### config.mk
export PLATFORM = sky130hd
export DESIGN_NAME = move_elim
export DESIGN_NICKNAME = d
export VERILOG_FILES = /design/src/rtl/move_elim_pkg.sv /design/src/rtl/move_elim_pair_chk.sv /design/src/rtl/move_elim_budget.sv /design/src/rtl/move_elim_alias_tbl.sv /design/src/rtl/move_elim.sv
export SDC_FILE = /design/constraint.sdc
export NUM_CORES = 1
export LEC_CHECK = 0
export ABC_AREA = 1
export ABC_CLOCK_PERIOD_IN_PS = 8800
export BUFFER_PORTS_ARGS = -buffer_cell sky130_fd_sc_hd__buf_2
export CORE_MARGIN = 4
export CORE_UTILIZATION = 45
export DETAILED_ROUTE_END_ITERATION = 8
export HOLD_SLACK_MARGIN = 0.02
export PLACE_DENSITY = 0.69
export REMOVE_ABC_BUFFERS = 1
export SLEW_MARGIN = 10
export SYNTH_ARGS = -nofsm -noshare
export SYNTH_HDL_FRONTEND = slang
export SYNTH_SLANG_ARGS = --single-unit
### constraint.sdc
create_clock -name clk -period 8.8 [get_ports clk]
set_input_delay 0.44 -clock clk [delete_from_list [all_inputs] [get_ports clk]]
set_output_delay 0.44 -clock clk [all_outputs]
set_load 0.02 [all_outputs]
### src/rtl/move_elim_pkg.sv
package move_elim_pkg;

    typedef enum logic [1:0] {
        ST_IDLE = 2'd0,
        ST_EVAL = 2'd1,
        ST_DONE = 2'd2
    } me_state_e;

    typedef enum logic [2:0] {
        CA_OK      = 3'd0,
        CA_SHAPE   = 3'd1,
        CA_BUDGET  = 3'd2,
        CA_FILE    = 3'd3,
        CA_CLASS   = 3'd4,
        CA_PARTIAL = 3'd5,
        CA_NONZERO = 3'd6,
        CA_PLAIN   = 3'd7
    } me_cause_e;

endpackage

### src/rtl/move_elim_pair_chk.sv
module move_elim_pair_chk
    import move_elim_pkg::*;
#(
    parameter int FILE_W = 1
) (
    input  logic              active,
    input  logic [FILE_W-1:0] grp_file,
    input  logic [FILE_W-1:0] src_file,
    input  logic [FILE_W-1:0] dst_file,
    input  logic              dst_allow,
    input  logic              dst_partial,
    input  logic              src_zero,
    input  logic              zero_only,
    output logic              pass,
    output me_cause_e         cause
);

    always_comb begin
        cause = CA_OK;
        if (active) begin
            if ((src_file != grp_file) || (dst_file != grp_file)) begin
                cause = CA_FILE;
            end else if (!dst_allow) begin
                cause = CA_CLASS;
            end else if (dst_partial) begin
                cause = CA_PARTIAL;
            end else if (zero_only && !src_zero) begin
                cause = CA_NONZERO;
            end
        end
        pass = (cause == CA_OK);
    end

endmodule

### src/rtl/move_elim_budget.sv
module move_elim_budget #(
    parameter int NUM_FILES = 2,
    parameter int FILE_W    = 1,
    parameter int MAX_ELIM  = 2
) (
    input  logic              clk,
    input  logic              rst_n,
    input  logic              eval_en,
    input  logic              first,
    input  logic [FILE_W-1:0] file,
    input  logic [1:0]        need,
    input  logic              commit,
    output logic              fits
);

    localparam int CNT_W = $clog2(MAX_ELIM + 4);
    localparam int SUM_W = CNT_W + 2;

    logic [CNT_W-1:0] cnt_q [NUM_FILES];
    logic [CNT_W-1:0] cur;
    logic [CNT_W-1:0] eff;
    logic [SUM_W-1:0] sum;

    always_comb begin
        cur = '0;
        for (int f = 0; f < NUM_FILES; f++) begin
            if (int'(file) == f) cur = cnt_q[f];
        end
        eff  = first ? '0 : cur;
        sum  = SUM_W'(eff) + SUM_W'(need);
        fits = (MAX_ELIM == 0) || (sum <= SUM_W'(MAX_ELIM));
    end

    always_ff @(posedge clk or negedge rst_n) begin
        if (!rst_n) begin
            for (int f = 0; f < NUM_FILES; f++) cnt_q[f] <= '0;
        end else if (eval_en) begin
            for (int f = 0; f < NUM_FILES; f++) begin
                if (first) cnt_q[f] <= '0;
                if (commit && (MAX_ELIM != 0) && (int'(file) == f))
                    cnt_q[f] <= sum[CNT_W-1:0];
            end
        end
    end

    for (genvar g = 0; g < NUM_FILES; g++) begin : g_cap
        // a file's accepted count never passes the limit
        a_r3_budget_cap: assert property (@(posedge clk) disable iff (!rst_n)
            (MAX_ELIM == 0) || (int'(cnt_q[g]) <= MAX_ELIM));
    end

endmodule

### src/rtl/move_elim_alias_tbl.sv
module move_elim_alias_tbl #(
    parameter int NUM_REGS = 16,
    parameter int REG_W    = 4
) (
    input  logic                  clk,
    input  logic                  rst_n,
    input  logic [1:0][REG_W-1:0] src,
    output logic [1:0][REG_W-1:0] src_tgt,
    output logic [1:0]            src_zero,
    input  logic [1:0]            upd_en,
    input  logic [1:0][REG_W-1:0] upd_dst,
    input  logic                  clr_en,
    input  logic [REG_W-1:0]      clr_reg,
    input  logic                  clr_zero,
    input  logic [REG_W-1:0]      lk_reg,
    output logic                  lk_vld,
    output logic [REG_W-1:0]      lk_tgt,
    output logic                  lk_zero
);

    logic [NUM_REGS-1:0] vld_q;
    logic [NUM_REGS-1:0] zero_q;
    logic [REG_W-1:0]    tgt_q [NUM_REGS];

    for (genvar s = 0; s < 2; s++) begin : g_res
        always_comb begin
            src_tgt[s]  = vld_q[src[s]] ? tgt_q[src[s]] : src[s];
            src_zero[s] = zero_q[src[s]];
        end
    end

    assign lk_vld  = vld_q[lk_reg];
    assign lk_tgt  = tgt_q[lk_reg];
    assign lk_zero = zero_q[lk_reg];

    always_ff @(posedge clk or negedge rst_n) begin
        if (!rst_n) begin
            vld_q  <= '0;
            zero_q <= '0;
            for (int r = 0; r < NUM_REGS; r++) tgt_q[r] <= '0;
        end else begin
            if (clr_en) begin
                vld_q[clr_reg]  <= 1'b0;
                zero_q[clr_reg] <= clr_zero;
            end
            for (int s = 0; s < 2; s++) begin
                if (upd_en[s]) begin
                    vld_q[upd_dst[s]]  <= (src_tgt[s] != upd_dst[s]);
                    tgt_q[upd_dst[s]]  <= src_tgt[s];
                    zero_q[upd_dst[s]] <= src_zero[s];
                end
            end
        end
    end

    // a plain write leaves its register without an alias
    a_r12_clear_alias: assert property (@(posedge clk) disable iff (!rst_n)
        clr_en |=> !vld_q[$past(clr_reg)]);

    // an eliminated destination inherits the source zero bit
    a_r11_zero_copy: assert property (@(posedge clk) disable iff (!rst_n)
        (upd_en[0] && !(upd_en[1] && (upd_dst[1] == upd_dst[0])))
        |=> (zero_q[$past(upd_dst[0])] == $past(src_zero[0])));

    // an eliminated destination never aliases itself
    a_r10_no_self: assert property (@(posedge clk) disable iff (!rst_n)
        (upd_en[0] && !upd_en[1])
        |=> !(vld_q[$past(upd_dst[0])] && (tgt_q[$past(upd_dst[0])] == $past(upd_dst[0]))));

endmodule

### src/rtl/move_elim.sv
module move_elim
    import move_elim_pkg::*;
#(
    parameter int                 NUM_REGS       = 16,
    parameter int                 NUM_FILES      = 2,
    parameter int                 MAX_ELIM       = 2,
    parameter logic [NUM_FILES-1:0] ZERO_ONLY_MASK = '0,
    localparam int                REG_W          = $clog2(NUM_REGS),
    localparam int                FILE_W         = (NUM_FILES > 1) ? $clog2(NUM_FILES) : 1
) (
    input  logic                   clk,
    input  logic                   rst_n,
    input  logic                   req_valid,
    input  logic                   req_first,
    input  logic                   req_plain,
    input  logic                   req_zero_idiom,
    input  logic [1:0]             req_nrd,
    input  logic [1:0]             req_nwr,
    input  logic [1:0][REG_W-1:0]  rd_reg,
    input  logic [1:0][FILE_W-1:0] rd_file,
    input  logic [1:0][REG_W-1:0]  wr_reg,
    input  logic [1:0][FILE_W-1:0] wr_file,
    input  logic [1:0]             wr_allow,
    input  logic [1:0]             wr_partial,
    input  logic [REG_W-1:0]       lk_reg,
    output logic                   req_ready,
    output logic                   res_valid,
    output logic                   res_elim,
    output logic [2:0]             res_cause,
    output logic                   lk_alias_vld,
    output logic [REG_W-1:0]       lk_alias_tgt,
    output logic                   lk_zero
);

    me_state_e state_q, state_nx;

    // latched request
    logic                   q_first, q_plain, q_zi;
    logic [1:0]             q_nrd, q_nwr;
    logic [1:0][REG_W-1:0]  q_rd_reg, q_wr_reg;
    logic [1:0][FILE_W-1:0] q_rd_file, q_wr_file;
    logic [1:0]             q_allow, q_partial;

    // evaluation signals
    logic                   shape_ok, two, fits, elim_ok, eval_en;
    logic [FILE_W-1:0]      grp_file;
    logic [1:0]             pair_pass;
    me_cause_e              pair_cause [2];
    me_cause_e              cause_sel;
    logic [1:0][REG_W-1:0]  tbl_src_tgt;
    logic [1:0]             tbl_src_zero;
    logic [1:0]             upd_en;
    logic [1:0][REG_W-1:0]  upd_dst;
    me_cause_e              res_cause_q;

    // state register
    always_ff @(posedge clk or negedge rst_n) begin
        if (!rst_n) state_q <= ST_IDLE;
        else        state_q <= state_nx;
    end

    always_comb begin
        state_nx = state_q;
        unique case (state_q)
            ST_IDLE: if (req_valid) state_nx = ST_EVAL;
            ST_EVAL: state_nx = ST_DONE;
            ST_DONE: state_nx = ST_IDLE;
            default: state_nx = ST_IDLE;
        endcase
    end

    // request capture
    always_ff @(posedge clk or negedge rst_n) begin
        if (!rst_n) begin
            q_first   <= 1'b0;
            q_plain   <= 1'b0;
            q_zi      <= 1'b0;
            q_nrd     <= '0;
            q_nwr     <= '0;
            q_rd_reg  <= '0;
            q_wr_reg  <= '0;
            q_rd_file <= '0;
            q_wr_file <= '0;
            q_allow   <= '0;
            q_partial <= '0;
        end else if ((state_q == ST_IDLE) && req_valid) begin
            q_first   <= req_first;
            q_plain   <= req_plain;
            q_zi      <= req_zero_idiom;
            q_nrd     <= req_nrd;
            q_nwr     <= req_nwr;
            q_rd_reg  <= rd_reg;
            q_wr_reg  <= wr_reg;
            q_rd_file <= rd_file;
            q_wr_file <= wr_file;
            q_allow   <= wr_allow;
            q_partial <= wr_partial;
        end
    end

    assign eval_en  = (state_q == ST_EVAL);
    assign shape_ok = (q_nrd == q_nwr) && (q_nwr != 2'd0) && (q_nwr != 2'd3);
    assign two      = (q_nwr == 2'd2);
    assign grp_file = q_wr_file[0];

    // pair p: read p feeds write (two ? 1-p : 0)
    for (genvar p = 0; p < 2; p++) begin : g_pair
        localparam int ALT = 1 - p;
        logic wsel;
        assign wsel = two ? ALT[0] : 1'b0;

        move_elim_pair_chk #(.FILE_W(FILE_W)) u_chk (
            .active      ((p == 0) || two),
            .grp_file    (grp_file),
            .src_file    (q_rd_file[p]),
            .dst_file    (q_wr_file[wsel]),
            .dst_allow   (q_allow[wsel]),
            .dst_partial (q_partial[wsel]),
            .src_zero    (tbl_src_zero[p]),
            .zero_only   (ZERO_ONLY_MASK[grp_file]),
            .pass        (pair_pass[p]),
            .cause       (pair_cause[p])
        );

        assign upd_dst[p] = q_wr_reg[wsel];
        assign upd_en[p]  = eval_en && elim_ok && ((p == 0) || two);
    end

    always_comb begin
        if (q_plain)           cause_sel = CA_PLAIN;
        else if (!shape_ok)    cause_sel = CA_SHAPE;
        else if (!fits)        cause_sel = CA_BUDGET;
        else if (!pair_pass[0]) cause_sel = pair_cause[0];
        else if (!pair_pass[1]) cause_sel = pair_cause[1];
        else                   cause_sel = CA_OK;
    end

    assign elim_ok = (cause_sel == CA_OK);

    move_elim_budget #(
        .NUM_FILES (NUM_FILES),
        .FILE_W    (FILE_W),
        .MAX_ELIM  (MAX_ELIM)
    ) u_budget (
        .clk     (clk),
        .rst_n   (rst_n),
        .eval_en (eval_en),
        .first   (q_first),
        .file    (grp_file),
        .need    (q_nwr),
        .commit  (elim_ok),
        .fits    (fits)
    );

    move_elim_alias_tbl #(
        .NUM_REGS (NUM_REGS),
        .REG_W    (REG_W)
    ) u_tbl (
        .clk      (clk),
        .rst_n    (rst_n),
        .src      (q_rd_reg),
        .src_tgt  (tbl_src_tgt),
        .src_zero (tbl_src_zero),
        .upd_en   (upd_en),
        .upd_dst  (upd_dst),
        .clr_en   (eval_en && q_plain),
        .clr_reg  (q_wr_reg[0]),
        .clr_zero (q_zi),
        .lk_reg   (lk_reg),
        .lk_vld   (lk_alias_vld),
        .lk_tgt   (lk_alias_tgt),
        .lk_zero  (lk_zero)
    );

    // outputs
    always_ff @(posedge clk or negedge rst_n) begin
        if (!rst_n) begin
            res_elim    <= 1'b0;
            res_cause_q <= CA_OK;
        end else if (eval_en) begin
            res_elim    <= elim_ok;
            res_cause_q <= cause_sel;
        end
    end

    assign res_cause = res_cause_q;
    assign res_valid = (state_q == ST_DONE);
    assign req_ready = (state_q == ST_IDLE);

    // result valid lasts exactly one cycle
    a_r13_valid_pulse: assert property (@(posedge clk) disable iff (!rst_n)
        res_valid |=> !res_valid);

    // no request taken while a result is shown
    a_r13_ready_gap: assert property (@(posedge clk) disable iff (!rst_n)
        res_valid |-> !req_ready);

    // a result follows two cycles after acceptance
    a_r13_latency: assert property (@(posedge clk) disable iff (!rst_n)
        (req_ready && req_valid) |=> !res_valid ##1 res_valid);

    // an elimination always reports cause 0
    a_r2_elim_code: assert property (@(posedge clk) disable iff (!rst_n)
        (res_valid && res_elim) |-> (res_cause == 3'd0));

    // a mismatched count never updates the table
    a_r1_shape_quiet: assert property (@(posedge clk) disable iff (!rst_n)
        (eval_en && !q_plain && (q_nrd != q_nwr)) |-> (upd_en == 2'b00));

endmodule

After elaboration in Yosys (flattened, before gate mapping)

Index checks and enable logic that the tools add are counted.

Multiplexer cells: 77
Magnitude comparators: 17
Equal/unequal tests: 11
Shifts and indexed selects: 0
Multipliers: 0
Bitwise logic cells: 8
Add/subtract/negate cells: 1
Divide/modulo/power cells: 0
Reductions and logical operators: 26

Operators by type and width:

| operator           | count |
|---|---|
| $bwmux 64          | 2 |
| $mux 64            | 2 |
| $mux 16            | 6 |
| $bwmux 16          | 5 |
| $mux 3             | 19 |
| $bmux 4 s4         | 3 |
| $mux 4             | 12 |
| $demux 4 s4        | 2 |
| $ge 5x5->1 const B | 5 |
| $lt 4x5->1 const B | 5 |
| $not 4->5          | 5 |
| $bmux 1 s4         | 6 |
| $and 16x16->16     | 1 |
| $mux 1             | 16 |
| $not 16->16        | 1 |
| $logic_and 1x1->1  | 14 |
| $lt 5x1->1 const B | 2 |
| $logic_not 3->1    | 3 |
| $demux 1 s4        | 2 |
| $ge 4x1->1 const B | 2 |
| $ne 4x4->1         | 2 |
| $reduce_bool 2->1  | 3 |
| $le 5x2->1 const B | 1 |
| $add 3x2->4        | 1 |
| 13 further kinds   | 20 |

Memory bits (writable): 0
Bits in registers: 139
Bits in latches: 0
ROM bits: 0
Memories kept: 0
Output and inout bits: 12

Longest topological paths before layout

Depth in word-level cells: 20
Mapped depth: 21
Mapped depth without buffers: 19

Cells and area by module

A second synthesis with hierarchy kept.

Cells, all modules: 1675
Area, all modules: 10601.4 µm²

Modules (own cells, without submodules):

| module                               | cells an instance | area an instance (µm²) | instances |
|---|---|---|---|
| move_elim_alias_tbl                  | 1353              | 8316.7                 | 1 |
| move_elim                            | 214               | 1661.6                 | 1 |
| move_elim_budget                     | 62                | 422.9                  | 1 |
| move_elim_pair_chk (g_pair[1].u_chk) | 22                | 102.6                  | 1 |
| move_elim_pair_chk (g_pair[0].u_chk) | 24                | 97.6                   | 1 |

Worst setup path before layout

No wires, ideal clock.

Path type: register to register
Start: register q_wr_file (netlist bit grp_file)
End: register u_tbl.tgt_q[54] in the netlist's numbering
Data required time: 8.676 ns
Path slack: 5.927 ns
Stages on the path, launching flop included: 19
Library setup time: 0.124 ns
Arrival: 2.749 ns
Buffers on the path: 2
Path through: dfrtp_1 buf_6 o21ai_0 nor2_1 ha_1 inv_1 fa_1 or2_2 nand2_1 nor2_4 nand2_1 nand2_2 nor2_4 buf_12 nand3_4 clkinv_4 nand2_1 o211ai_1 nand2_1

Longest elaborated chain between the ends: 15
Elaborated cells on any way between the ends: 26

Ends and longest elaborated chain:

| element                                            | RTL line                  | text |
|---|---|---|
| start: declaration                                 | move_elim.sv:41           | `logic [1:0][FILE_W-1:0] q_rd_file, q_wr_file;` |
| start signal: assignment                           | move_elim.sv:95           | `q_wr_file <= wr_file;` |
| branches (longest 7 deep; another with $le 5x2->1) | -                         |  |
| $mux 3 *                                           | move_elim.sv:132          | `else if (!fits) cause_sel = CA_BUDGET;` |
| $mux 3 *                                           | move_elim.sv:131          | `else if (!shape_ok) cause_sel = CA_SHAPE;` |
| $mux 3 *                                           | move_elim.sv:130          | `if (q_plain) cause_sel = CA_PLAIN;` |
| $logic_not 3->1 *                                  | move_elim.sv:138          | `assign elim_ok = (cause_sel == CA_OK);` |
| $logic_and 1x1->1 *                                | move_elim.sv:126          | `assign upd_en[p] = eval_en && elim_ok && ((p == 0) \|\| two);` |
| $mux 64                                            | move_elim_alias_tbl.sv:47 | `if (upd_en[s]) begin` |
| $bwmux 64                                          | move_elim_alias_tbl.sv:49 | `tgt_q[upd_dst[s]] <= src_tgt[s];` |
| $mux 64 *                                          | move_elim_alias_tbl.sv:47 |  |
| end signal: indexed assignment                     | move_elim_alias_tbl.sv:49 |  |
| end: declaration                                   | move_elim_alias_tbl.sv:23 | `logic [REG_W-1:0] tgt_q [NUM_REGS];` |

Every way passes the cells marked *. The select of a mux whose other input is x is not followed.
A chain may end at the register's enable or synchronous reset.

Final worst setup path

Start: register q_wr_file (netlist bit grp_file)
End: register u_tbl.tgt_q[32] in the netlist's numbering

Same word-level chain as after synthesis.

==> impl_metrics.env <==
export IMPL_syn2layout_area_growth_pct=7.02
export IMPL_period_share=0.436
export IMPL_cts_setup_buffers=0
export IMPL_final_nets=1758
export IMPL_place_hpwl_um=26700
export IMPL_cts_tree="yes"
export IMPL_synthArstFlopShare=1.00
export IMPL_fmax_mhz=261
export IMPL_synth_area_leaders="dfrtp_1, nand2_1, nand3_1"
export IMPL_rsz0062_at_grt="no"
export IMPL_ys_warn_count=0
export IMPL_yosysMostFrequentCell="nand2_1"
export IMPL_vias=12100
export IMPL_grt_usage=0.284
export IMPL_netlist_area_leader_share=0.311
export IMPL_p_seq_frac=0.290
export IMPL_grt_pass1_vias=11000
export IMPL_peakVddDrop_v=0.000147
export IMPL_reg_top3="u_tbl.tgt_q x64, u_tbl.vld_q x16, u_tbl.zero_q x16"
export IMPL_die_h_um=166
export IMPL_power_total_w=0.00294
export IMPL_min_period_ns=3.83
export IMPL_grt_pass1_wl_um=62600
export IMPL_ys_seq_elements=139
export IMPL_die_width_um=166
export IMPL_grt_antenna_before_repair=0
export IMPL_layout_drive_gt1_share=0.106
export IMPL_cp_start_kind="flop"
export IMPL_ant_nets=0
export IMPL_rows=57
export IMPL_cts_sinks=139
export IMPL_dr_pass1_iters=6
export IMPL_hold_violations=0
export IMPL_drc=0
export IMPL_port_buffers=49
export IMPL_worst_pin_slew_ns=1.00
export IMPL_tns_ns=0
export IMPL_required_ns=9.12
export IMPL_yosysUniqueCellTypes=46
export IMPL_avgRoutedWirePerCell_um=19.3
export IMPL_viasPerCell=5.88
export IMPL_finClkSkew_ns=0.0183
export IMPL_synth_edff_count=0
export IMPL_syn_cell_area_sq_um=11200
export IMPL_cell_internal_pwr_w=0.00148
export IMPL_start_util=0.459
export IMPL_regMostFlops="u_tbl.tgt_q"
export IMPL_cp_arrival_ns=4.15
export IMPL_root_buffer="clkbuf_16"
export IMPL_diodes=0
export IMPL_maxCapViolCount=0
export IMPL_dieArea_sq_um=27500
export IMPL_slew_violations=0
export IMPL_grt_overflow=0
export IMPL_drt_wl_total_um=39700
export IMPL_swShare=0.499
export IMPL_io_pins=50
export IMPL_syn_inst=1724
export IMPL_path_clk_slew_ns=0.07
export IMPL_pwr_share_clk=0.254
export IMPL_synth_main_ff_cell="dfrtp_1"
export IMPL_path_max_fanout=33
export IMPL_p_switching_w=0.00147
export IMPL_max_slew_margin=0.331
export IMPL_status="complete, no violations"
export IMPL_synth_area_per_cell_sq_um=6.49
export IMPL_coreArea_sq_um=24400
export IMPL_place_congestion=1.00
export IMPL_cts_buffer_depth=2
export IMPL_path_class="flop to flop"
export IMPL_ctsHoldBuffers=0
export IMPL_min_path_type="input port to async pin"
export IMPL_synth_top_area_cell="dfrtp_1"
export IMPL_largest_register_ff_count=64
export IMPL_fin_ws_ns=4.97
export IMPL_pwr_density_cell_nw_per_um2=246
export IMPL_pwr_share_comb=0.457
export IMPL_dp_worst_setup_slack_ns=4.97
export IMPL_clock_latency_ns=0.44
export IMPL_grt_max_degree=97
export IMPL_yosys_top_cells_count="nand2_1, nand3_1, inv_1"
export IMPL_postCtsResizedCells=0
export IMPL_setup_viol_count_final=0
export IMPL_drt_initial_drc_count=1783
export IMPL_end_kind="flop"
export IMPL_htreeDepth=4
export IMPL_cts_buffers_inserted=17
export IMPL_leakagePower_nw=6.04
export IMPL_ys_seq_area_frac=0.311
[worst max-delay path, cell delays in order (launching register included)]
cell	delay [ns]
dfrtp_1	0.53
o21ai_0	0.15
nor2_1	0.10
ha_1	0.16
inv_1	0.06
fa_1	0.48
or2_2	0.30
nand2_1	0.11
nor2_4	0.06
nand2_1	0.09
nand2_2	0.07
nor2_4	0.07
buf_4	0.69
nand3_1	0.29
clkinv_1	0.25
nand2_1	0.08
o211ai_1	0.11
nand2_1	0.06
[final cells by class]
| type | instances | area [sq um] |
|---|---|---|
| clock inverter | 15 | 154 |
| multi-input combinational | 1300 | 6380 |
| fill | 2503 | 12400 |
| timing repair buffer | 60 | 334 |
| tap | 324 | 405 |
| sequential | 139 | 3480 |
| inverter | 199 | 797 |
| clock buffer | 17 | 425 |
[kinds of logic after synthesis]
| kind of cell | after synthesis | synth area share |
|---|---|---|
| buffers and inverters | 285 | 0.119 |
| adder cells (fa/ha/maj) | 3 | 0.00402 |
| AND/OR/NAND/NOR | 960 | 0.396 |
| flip-flops | 139 | 0.311 |
| AO/OA/AOI/OAI | 337 | 0.170 |
[path summary, 6_finish.rpt]
path	from	end	slack [ns]	cells past startpoint
setup / recovery	grp_file	u_tbl.tgt_q[32]	4.97	17
min in group clk	wr_allow[1]	q_allow[1]	0.19	3
hold reg to reg	res_elim	res_elim	0.48	2
max in group asynchronous	rst_n	q_rd_reg[0]	7.33	2
hold / removal	rst_n	u_tbl.tgt_q[48]	0.04	1
setup reg to reg	grp_file	u_tbl.tgt_q[32]	4.97	17
[power by group through the flow]
stage          registers, W  clock network (W)  logic, W
2_1_floorplan      0.000853                  0  0.000827
3_3_place_gp       0.000858                  0   0.00129
3_5_place_dp       0.000856                  0   0.00130
4_1_cts            0.000846           0.000750   0.00131
5_1_grt            0.000862           0.000783   0.00146
6_report           0.000853           0.000747   0.00135
[per-stage QoR]
stage / utilization / hold WS (ns) / instances / area [sq um]
global placement: 0.467 / 0.458 / 2022 / 11400
CTS: 0.491 / 0.0679 / 2054 / 12000
detailed placement: 0.467 / 0.460 / 2022 / 11400
finish: 0.491 / 0.0422 / 2054 / 12000
global route: 0.491 / 0.100 / 2054 / 12000
floorplan: - / 0.144 / 1638 / 10700
[cell usage in the layout (no fill, tap or decap), drive strengths merged]
cell type	count
a21oi	96
a31oi	2
and2	1
and3	2
buf	60
bufinv	1
clkbuf	17
clkinv	20
clkinvlp	2
dfrtp	139
fa	1
ha	2
inv	191
nand2	588
nand3	195
nand3b	1
nand4	17
nor2	133
nor3	16
o211ai	52
o21a	1
o21ai	171
o21bai	1
o221ai	8
o22ai	6
or2	7
[layer usage]
metal	part of all wire	GRT usage	vias up
met5	0	0	-
met4	0.038	0.114	0
met1	0.42	0.418	5549
li1	-	-	5610
met3	0.12	0.0551	134
met2	0.42	0.411	794
Note: power is estimated with default switching activity, not from simulation.
